[config.mk]
export PLATFORM = sky130hd
export DESIGN_NAME = hzd_bypass_ctl
export DESIGN_NICKNAME = d
export VERILOG_FILES = /design/src/rtl/hzd_pkg.sv /design/src/rtl/hzd_decode.sv /design/src/rtl/hzd_stage_regs.sv /design/src/rtl/hzd_fwd_sel.sv /design/src/rtl/hzd_bypass_ctl.sv
export SDC_FILE = /design/constraint.sdc
export NUM_CORES = 1
export LEC_CHECK = 0
export BUFFER_PORTS_ARGS = -buffer_cell sky130_fd_sc_hd__clkbuf_2
export CORE_MARGIN = 3
export CORE_UTILIZATION = 40
export CTS_BUF_LIST = sky130_fd_sc_hd__clkbuf_4 sky130_fd_sc_hd__clkbuf_8
export DETAILED_ROUTE_END_ITERATION = 8
export PLACE_DENSITY_LB_ADDON = 0.08
export SLEW_MARGIN = 40
export SYNTH_ARGS = -nofsm -noshare
export SYNTH_HDL_FRONTEND = slang
export SYNTH_SLANG_ARGS = --single-unit
[constraint.sdc]
create_clock -name clk -period 2.35 [get_ports clk]
set_input_delay 0.47 -clock clk [delete_from_list [all_inputs] [get_ports clk]]
set_output_delay 0.47 -clock clk [all_outputs]
set_load 0.1 [all_outputs]
[src/rtl/hzd_pkg.sv]
package hzd_pkg;
  typedef enum logic [3:0] {
    OP_NOP  = 4'd0,
    OP_ALU  = 4'd1,
    OP_ALUI = 4'd2,
    OP_LW   = 4'd3,
    OP_SW   = 4'd4,
    OP_BEQZ = 4'd5,
    OP_J    = 4'd6,
    OP_JAL  = 4'd7,
    OP_JR   = 4'd8,
    OP_JALR = 4'd9
  } op_e;
endpackage

[src/rtl/hzd_decode.sv]
module hzd_decode
  import hzd_pkg::*;
#(
  parameter int REG_AW = 5
) (
  input  logic              valid,
  input  logic [3:0]        op,
  input  logic [REG_AW-1:0] rs,
  input  logic [REG_AW-1:0] rt,
  input  logic [REG_AW-1:0] rd,
  output logic              re_a,
  output logic              re_b,
  output logic [REG_AW-1:0] wr_dst,
  output logic              wr_fwd,
  output logic              wr_stl
);
  localparam logic [REG_AW-1:0] LINK_REG = {REG_AW{1'b1}};

  logic writes;
  logic is_load;

  always_comb begin
    re_a    = 1'b0;
    re_b    = 1'b0;
    writes  = 1'b0;
    is_load = 1'b0;
    wr_dst  = '0;
    unique case (op_e'(op))
      OP_ALU:  begin re_a = 1'b1; re_b = 1'b1; writes = 1'b1; wr_dst = rd; end
      OP_ALUI: begin re_a = 1'b1; writes = 1'b1; wr_dst = rt; end
      OP_LW:   begin re_a = 1'b1; writes = 1'b1; is_load = 1'b1; wr_dst = rt; end
      OP_SW:   begin re_a = 1'b1; re_b = 1'b1; end
      OP_BEQZ: re_a = 1'b1;
      OP_JAL:  begin writes = 1'b1; wr_dst = LINK_REG; end
      OP_JR:   re_a = 1'b1;
      OP_JALR: begin re_a = 1'b1; writes = 1'b1; wr_dst = LINK_REG; end
      default: ;
    endcase
    re_a   = re_a & valid;
    re_b   = re_b & valid;
    wr_fwd = valid & writes & ~is_load & (wr_dst != '0);
    wr_stl = valid & is_load & (wr_dst != '0);
  end
endmodule

[src/rtl/hzd_stage_regs.sv]
module hzd_stage_regs #(
  parameter int REG_AW = 5,
  parameter int NSTG   = 3
) (
  input  logic                         clk,
  input  logic                         rst_n,
  input  logic                         stall,
  input  logic [REG_AW-1:0]            in_dst,
  input  logic                         in_fwd,
  input  logic                         in_stl,
  output logic [NSTG-1:0]              st_we,
  output logic [NSTG-1:0][REG_AW-1:0]  st_dst,
  output logic                         ex_stl
);
  logic [NSTG-1:0]             we_nxt;
  logic [NSTG-1:0][REG_AW-1:0] dst_nxt;
  logic                        ex_stl_nxt;

  always_comb begin
    we_nxt[0]  = ~stall & (in_fwd | in_stl);
    dst_nxt[0] = stall ? '0 : in_dst;
    ex_stl_nxt = ~stall & in_stl;
  end

  for (genvar k = 1; k < NSTG; k++) begin : g_shift
    always_comb begin
      we_nxt[k]  = st_we[k-1];
      dst_nxt[k] = st_dst[k-1];
    end
  end

  always_ff @(posedge clk or negedge rst_n) begin
    if (!rst_n) begin
      st_we  <= '0;
      st_dst <= '0;
      ex_stl <= 1'b0;
    end else begin
      st_we  <= we_nxt;
      st_dst <= dst_nxt;
      ex_stl <= ex_stl_nxt;
    end
  end


  bubble_chk: assert property (@(posedge clk) disable iff (!rst_n)
    stall |=> (!st_we[0] && !ex_stl));
endmodule

[src/rtl/hzd_fwd_sel.sv]
module hzd_fwd_sel #(
  parameter int REG_AW = 5,
  parameter int NSTG   = 3,
  parameter int SELW   = 2
) (
  input  logic                        clk,
  input  logic                        rst_n,
  input  logic                        rd_en,
  input  logic [REG_AW-1:0]           src,
  input  logic [NSTG-1:0]             st_we,
  input  logic [NSTG-1:0][REG_AW-1:0] st_dst,
  input  logic                        ex_stl,
  output logic [SELW-1:0]             sel,
  output logic                        load_hit
);
  logic [NSTG-1:0] match;

  for (genvar k = 0; k < NSTG; k++) begin : g_cmp
    assign match[k] = rd_en & st_we[k] & (st_dst[k] == src);
  end

  always_comb begin
    sel = '0;
    for (int k = NSTG - 1; k >= 0; k--) begin
      if (match[k]) sel = SELW'(k + 1);
    end
    load_hit = match[0] & ex_stl;
  end


  zero_src_chk: assert property (@(posedge clk) disable iff (!rst_n)
    (src == '0) |-> (sel == '0 && !load_hit));

  unread_chk: assert property (@(posedge clk) disable iff (!rst_n)
    !rd_en |-> (sel == '0));

  youngest_chk: assert property (@(posedge clk) disable iff (!rst_n)
    (rd_en && st_we[0] && st_dst[0] == src) |-> (sel == SELW'(1)));
endmodule

[src/rtl/hzd_bypass_ctl.sv]
module hzd_bypass_ctl #(
  parameter int REG_AW = 5,
  parameter int NSTG   = 3
) (
  input  logic                          clk,
  input  logic                          rst_n,
  input  logic                          dec_valid,
  input  logic [3:0]                    dec_op,
  input  logic [REG_AW-1:0]             dec_rs,
  input  logic [REG_AW-1:0]             dec_rt,
  input  logic [REG_AW-1:0]             dec_rd,
  output logic [$clog2(NSTG+1)-1:0]     sel_a,
  output logic [$clog2(NSTG+1)-1:0]     sel_b,
  output logic                          stall
);
  localparam int SELW = $clog2(NSTG + 1);

  logic                        re_a, re_b, wr_fwd, wr_stl, ex_stl;
  logic [REG_AW-1:0]           wr_dst;
  logic [NSTG-1:0]             st_we;
  logic [NSTG-1:0][REG_AW-1:0] st_dst;
  logic                        hit_a, hit_b;

  hzd_decode #(.REG_AW(REG_AW)) i_dec (
    .valid(dec_valid), .op(dec_op), .rs(dec_rs), .rt(dec_rt), .rd(dec_rd),
    .re_a(re_a), .re_b(re_b), .wr_dst(wr_dst), .wr_fwd(wr_fwd), .wr_stl(wr_stl)
  );

  hzd_stage_regs #(.REG_AW(REG_AW), .NSTG(NSTG)) i_stg (
    .clk(clk), .rst_n(rst_n), .stall(stall),
    .in_dst(wr_dst), .in_fwd(wr_fwd), .in_stl(wr_stl),
    .st_we(st_we), .st_dst(st_dst), .ex_stl(ex_stl)
  );

  hzd_fwd_sel #(.REG_AW(REG_AW), .NSTG(NSTG), .SELW(SELW)) i_sel_a (
    .clk(clk), .rst_n(rst_n), .rd_en(re_a), .src(dec_rs),
    .st_we(st_we), .st_dst(st_dst), .ex_stl(ex_stl),
    .sel(sel_a), .load_hit(hit_a)
  );

  hzd_fwd_sel #(.REG_AW(REG_AW), .NSTG(NSTG), .SELW(SELW)) i_sel_b (
    .clk(clk), .rst_n(rst_n), .rd_en(re_b), .src(dec_rt),
    .st_we(st_we), .st_dst(st_dst), .ex_stl(ex_stl),
    .sel(sel_b), .load_hit(hit_b)
  );

  assign stall = hit_a | hit_b;


  stall_once_chk: assert property (@(posedge clk) disable iff (!rst_n)
    stall |=> !stall);

  idle_chk: assert property (@(posedge clk) disable iff (!rst_n)
    !dec_valid |-> (!stall && sel_a == '0 && sel_b == '0));

  stall_src_chk: assert property (@(posedge clk) disable iff (!rst_n)
    stall |-> (sel_a == SELW'(1) || sel_b == SELW'(1)));
endmodule

## Yosys cells after proc, flatten, opt, wreduce, memory -nomap -nowiden

Cells that the tools add are included.

| cells by class | value |
|---|---|
| eq/ne operators | 14 |
| muxes and demuxes | 12 |
| bitwise gates (word level) | 27 |
| reductions and logical operators | 6 |

Operator list:

| kind | count |
|---|---|
| $eq A5 B5 Y1 | 6 |
| $and A1 B1 Y1 | 23 |
| $pmux W5 S3 | 1 |
| $eq A4 B3 Y1 const B | 3 |
| $mux W2 | 6 |
| $eq A4 B2 Y1 const B | 2 |
| $eq A4 B4 Y1 const B | 2 |
| $reduce_or A7 Y1 | 1 |
| $reduce_or A2 Y1 | 3 |
| $mux W5 | 1 |
| $reduce_bool A5 Y1 | 1 |
| $reduce_or A5 Y1 | 1 |
| $eq A4 B1 Y1 const B | 1 |
| $mux W1 | 4 |
| $not A1 Y1 | 2 |
| $or A1 B1 Y1 | 2 |

| word-level totals | value |
|---|---|
| bits in registers | 19 |
| input bits | 22 |
| logic and storage cells | 64 |

## Logic depth before layout (Yosys ltp)

| depth | value |
|---|---|
| depth in word-level cells | 10 |
| depth in mapped cells | 7 |
| gate-level depth less buffers | 5 |

## Hierarchy

Synthesis repeated with hierarchy kept, for this count alone.

| second synthesis, totals | value |
|---|---|
| cell total of the unflattened synthesis | 128 |
| area total of the unflattened synthesis | 1293.7 sq um |

By module, submodules not included:

| module | times used | cells each | area an instance (sq um) | seq. area each (sq um) |
|---|---|---|---|---|
| hzd_stage_regs | 1 | 38 | 628.1 | 475.5 |
| hzd_fwd_sel | 2 | 26 | 201.4 | 0.0 |
| hzd_decode | 1 | 37 | 256.5 | 0.0 |
| hzd_bypass_ctl | 1 | 1 | 6.3 | 0.0 |

## Worst setup path after synthesis

OpenSTA, ideal clock, no wires.

| timing path | value |
|---|---|
| path kind | in2out |
| start point | input port dec_op[2] |
| end point | output port sel_b[0] |
| arrival | 4.117 ns |
| data required time | 1.880 ns |
| setup slack | -2.237 ns |
| stages on the path | 4 |
| path buffers | 1 |
| cell sequence | buf_2 xnor2_1 nand2b_1 o41ai_1 |

| between the ends | value |
|---|---|
| cells in the longest elaborated chain, start to end | 9 |

Ends and longest elaborated chain:

| item | RTL line | RTL |
|---|---|---|
| from (decl) | hzd_bypass_ctl.sv:8 | `input logic [3:0] dec_op,` |
| $eq A4 B3 Y1 or $eq A4 B1 Y1 (tied branches) | hzd_decode.sv:28 | `unique case (op_e'(op))` |
| $reduce_or A2 Y1 (no source line) * | - |  |
| $mux W1 * | hzd_decode.sv:28 |  |
| $and A1 B1 Y1 * | hzd_decode.sv:40 | `re_b = re_b & valid;` |
| $and A1 B1 Y1 (2 in series) | hzd_fwd_sel.sv:19 | `assign match[k] = rd_en & st_we[k] & (st_dst[k] == src);` |
| $mux W2 (2 in series) | hzd_fwd_sel.sv:25 | `if (match[k]) sel = SELW'(k + 1);` |
| $mux W2 * | hzd_fwd_sel.sv:25 |  |
| to (decl) | hzd_bypass_ctl.sv:13 | `output logic [$clog2(NSTG+1)-1:0] sel_b,` |

Mark *: on every way between the ends. The rest lies on a longest branch, timed or not.

## Worst setup path after layout

| timing path | value |
|---|---|
| start point | input port dec_op[1] |
| end point | output port sel_a[0] |

| between the ends | value |
|---|---|
| cells in the longest elaborated chain, start to end | 9 |

Ends and longest elaborated chain:

| item | RTL line | RTL |
|---|---|---|
| $eq A4 B3 Y1, or another cell as far along | hzd_decode.sv:28 |  |
| $reduce_or A7 Y1 (no source line) * | - |  |
| $mux W1 * | hzd_decode.sv:28 |  |
| $and A1 B1 Y1 * | hzd_decode.sv:39 | `re_a = re_a & valid;` |
| $and A1 B1 Y1 (2 in series) | hzd_fwd_sel.sv:19 |  |
| $mux W2 (2 in series) | hzd_fwd_sel.sv:25 |  |
| $mux W2 * | hzd_fwd_sel.sv:25 |  |
| to (decl) | hzd_bypass_ctl.sv:12 | `output logic [$clog2(NSTG+1)-1:0] sel_a,` |

Marks and branches as above.

==> run summary <==
Highest Clock Rate -> 437 MHz
area of the die -> 0.00365 mm2
initial DRC count -> 12
CP startpoint -> dec_op[1]
PortBufs -> 26
Root Driver -> clkbuf_4
row count -> 19
Critical Path Sink Type -> output pin
Placer Congestion -> 0.759
reg-to-reg critical path startpoint -> i_stg.st_dst[2]
GRT Util Overall -> 0.154
antenna violations before repair -> 0
Die Y -> 60.4 um
layout cell share with drive strength beyond 1 -> 0.391
Critical Path RT -> 1880 ps
final wirelength -> 2.52 mm
Synth area leaders -> dfrtp_1 (40%), xnor2_1 (19%), mux2i_1 (4.2%)
sequential power share -> 0.512
Core Region -> 0.00278 mm2
crit path kind -> in -> out
Post-synth EDFFs -> 0
Pre-antenna DRT Iters -> 4
cell taking the most area after synthesis -> dfrtp_1
hold buffer count at CTS -> 0
pre-CTS WS -> -82.2 ps
Tightest Pin Transition -> 458 ps
Seq/Total Area, Yosys -> 0.402
arrival time worst endpoint -> 1820 ps
final core utilization -> 0.582
Final period util -> 0.973
worst hold-check path type -> in -> async
synthesized area per cell -> 9.95 um2
wire length per cell -> 13.8 um
Die Span X -> 60.4 um
CP max FO -> 5
DR vias -> 956
CTS tree -> done
multi-input combinational cell area -> 815 um2
Vias/cell -> 5.25
power per standard cell area -> 448 mW/mm2
Num CTS Buffers -> 3
setup violators final -> 0
Mapped Cells -> 119
Synth Cell Area -> 0.00118 mm2
Clock power frac -> 0.238
remaining routing DRC violations -> 0
Ports -> 27
Int Pwr -> 516 uW
Synth Net Count -> 141
clock sink total -> 19
Reg area -> 477 um2
Slew Limit Fails -> 0
Layout Skew -> 0.769 ps
R2R Setup Slk -> 740 ps
fill count -> 246
Max-Cap Viols -> 0
final worst slack -> 62.6 ps
Leakage -> 0.000717 uW
status -> completed
setup TNS -> 0 ps
Post-DRT Antenna Nets -> 0
Async SR Flop Fraction -> 1.00
Synth Warn # -> 0
sw frac -> 0.288
clock slew at reported path FFs -> 100 ps
Max-slew headroom -> 0.695
count leader, synth -> xnor2_1
ys flop type -> dfrtp_1
largest net degree at the start of global routing -> 20
Diodes inserted -> 0
synth cell count leaders -> xnor2_1 (26), dfrtp_1 (19), nor2_1 (12), nand2_1 (9)
global route overflow -> 0
RR Endpoint -> i_stg.st_we[0]
Yosys reg bits -> 19
synth unique cells -> 27
Max Buffers Root-to-Sink -> 2
initial core utilization -> 0.426
Reg2Reg Depth -> 6
peak supply drop -> 0.000319 V
CP Launch Type -> primary input
Logic pwr share -> 0.250
P_sw -> 209 uW
first-pass GRT wire length -> 4.18 mm
vias in the first global route -> 966
Area Overhead vs Synth -> 36.7%
HPWL Detailed -> 2.19 mm
NumNets Final -> 174
CTS H-Tree Depth -> 1
Fin. Hold Viols -> 0
RSZ-0062 raised after global routing -> true
Clk Latency, worst-skew pair -> 290 ps
minimum clock period -> 2290 ps
Yosys top cell area share -> 0.402
==> worst max path at each step <==
stage / to / slack, ps / cells past startpoint
finish: sel_a[0] / 60 / 6
global route: sel_a[0] / -10 / 5
CTS: sel_a[0] / 5 / 5
detailed placement: sel_a[1] / -80 / 6
global placement: sel_a[1] / 4 / 6
floorplan: sel_a[0] / -240 / 5
==> registers in the layout (all words and copies together) (netlist names) <==
register / count
i_stg.st_we: 3
i_stg.st_dst: 15
i_stg.ex_stl: 1
==> worst max-delay path, cell delays in order <==
cell,delay (ps)
clkbuf_2,130
or4_4,550
nand4_4,140
nor3_4,60
o31ai_4,250
buf_12,210
==> cells by family after synthesis <==
kind of cell           synth area share
AO/OA/AOI/OAI                    0.0793
XOR/XNOR                          0.229
buffers and inverters            0.0307
flip-flops                        0.402
multiplexers                     0.0423
AND/OR/NAND/NOR                   0.217
==> layer usage <==
layer | track usage | up-vias | part of all wire
met3 | 0.00638 | 3 | 0.043
met2 | 0.276 | 30 | 0.52
met4 | 0.0665 | 0 | 0.011
met1 | 0.193 | 440 | 0.43
li1 | - | 483 | -
met5 | 0 | - | 0
==> power by group through the flow <==
stage / clock, uW / combinational [uW] / sequential [uW]
6_report: 172 / 181 / 371
5_1_grt: 194 / 199 / 374
4_1_cts: 179 / 174 / 370
3_5_place_dp: 0 / 170 / 376
3_3_place_gp: 0 / 165 / 375
2_1_floorplan: 0 / 112 / 372
==> stage by stage <==
stage / area, um2 / instances / total power [uW] / hold WS [ps]
2_1_floorplan: 1270 / 119 / 484 / 174
3_3_place_gp: 1520 / 178 / 540 / 392
3_5_place_dp: 1520 / 178 / 546 / 394
4_1_cts: 1560 / 182 / 723 / 117
5_1_grt: 1620 / 182 / 767 / 124
6_report: 1620 / 182 / 724 / 102
==> repair_timing <==
action | CTS | global route
setup endpoints to repair | 5 | 5
gates cloned | 0 | 0
resized for setup | 3 | 9
buffers inserted | 0 | 0
pin swaps | 0 | 7
==> layout make-up <==
type,count,area share
multi-input combinational,95,0.503
sequential,19,0.295
timing repair buffer,33,0.159
tap,31,0.0240
clock buffer,4,0.0186
==> cells in the final DEF (no fill, tap or decap), drive strengths merged <==
cell,Yosys,final
clkbuf,1,25
xor2,5,5
nand3,5,5
nor4,2,2
o22a,5,5
or4,1,1
xnor2,26,26
nand4,5,5
mux2i,5,5
nand2b,2,2
buf,4,12
o21ai,2,2
nor2,12,12
or3b,1,1
nor3b,1,1
dfrtp,19,19
o31ai,1,1
a31o,1,1
o21a,2,2
nor3,6,6
nor2b,1,1
o41ai,1,1
nand2,9,9
or3,2,2
Note: power is estimated with default switching activity, not from simulation.
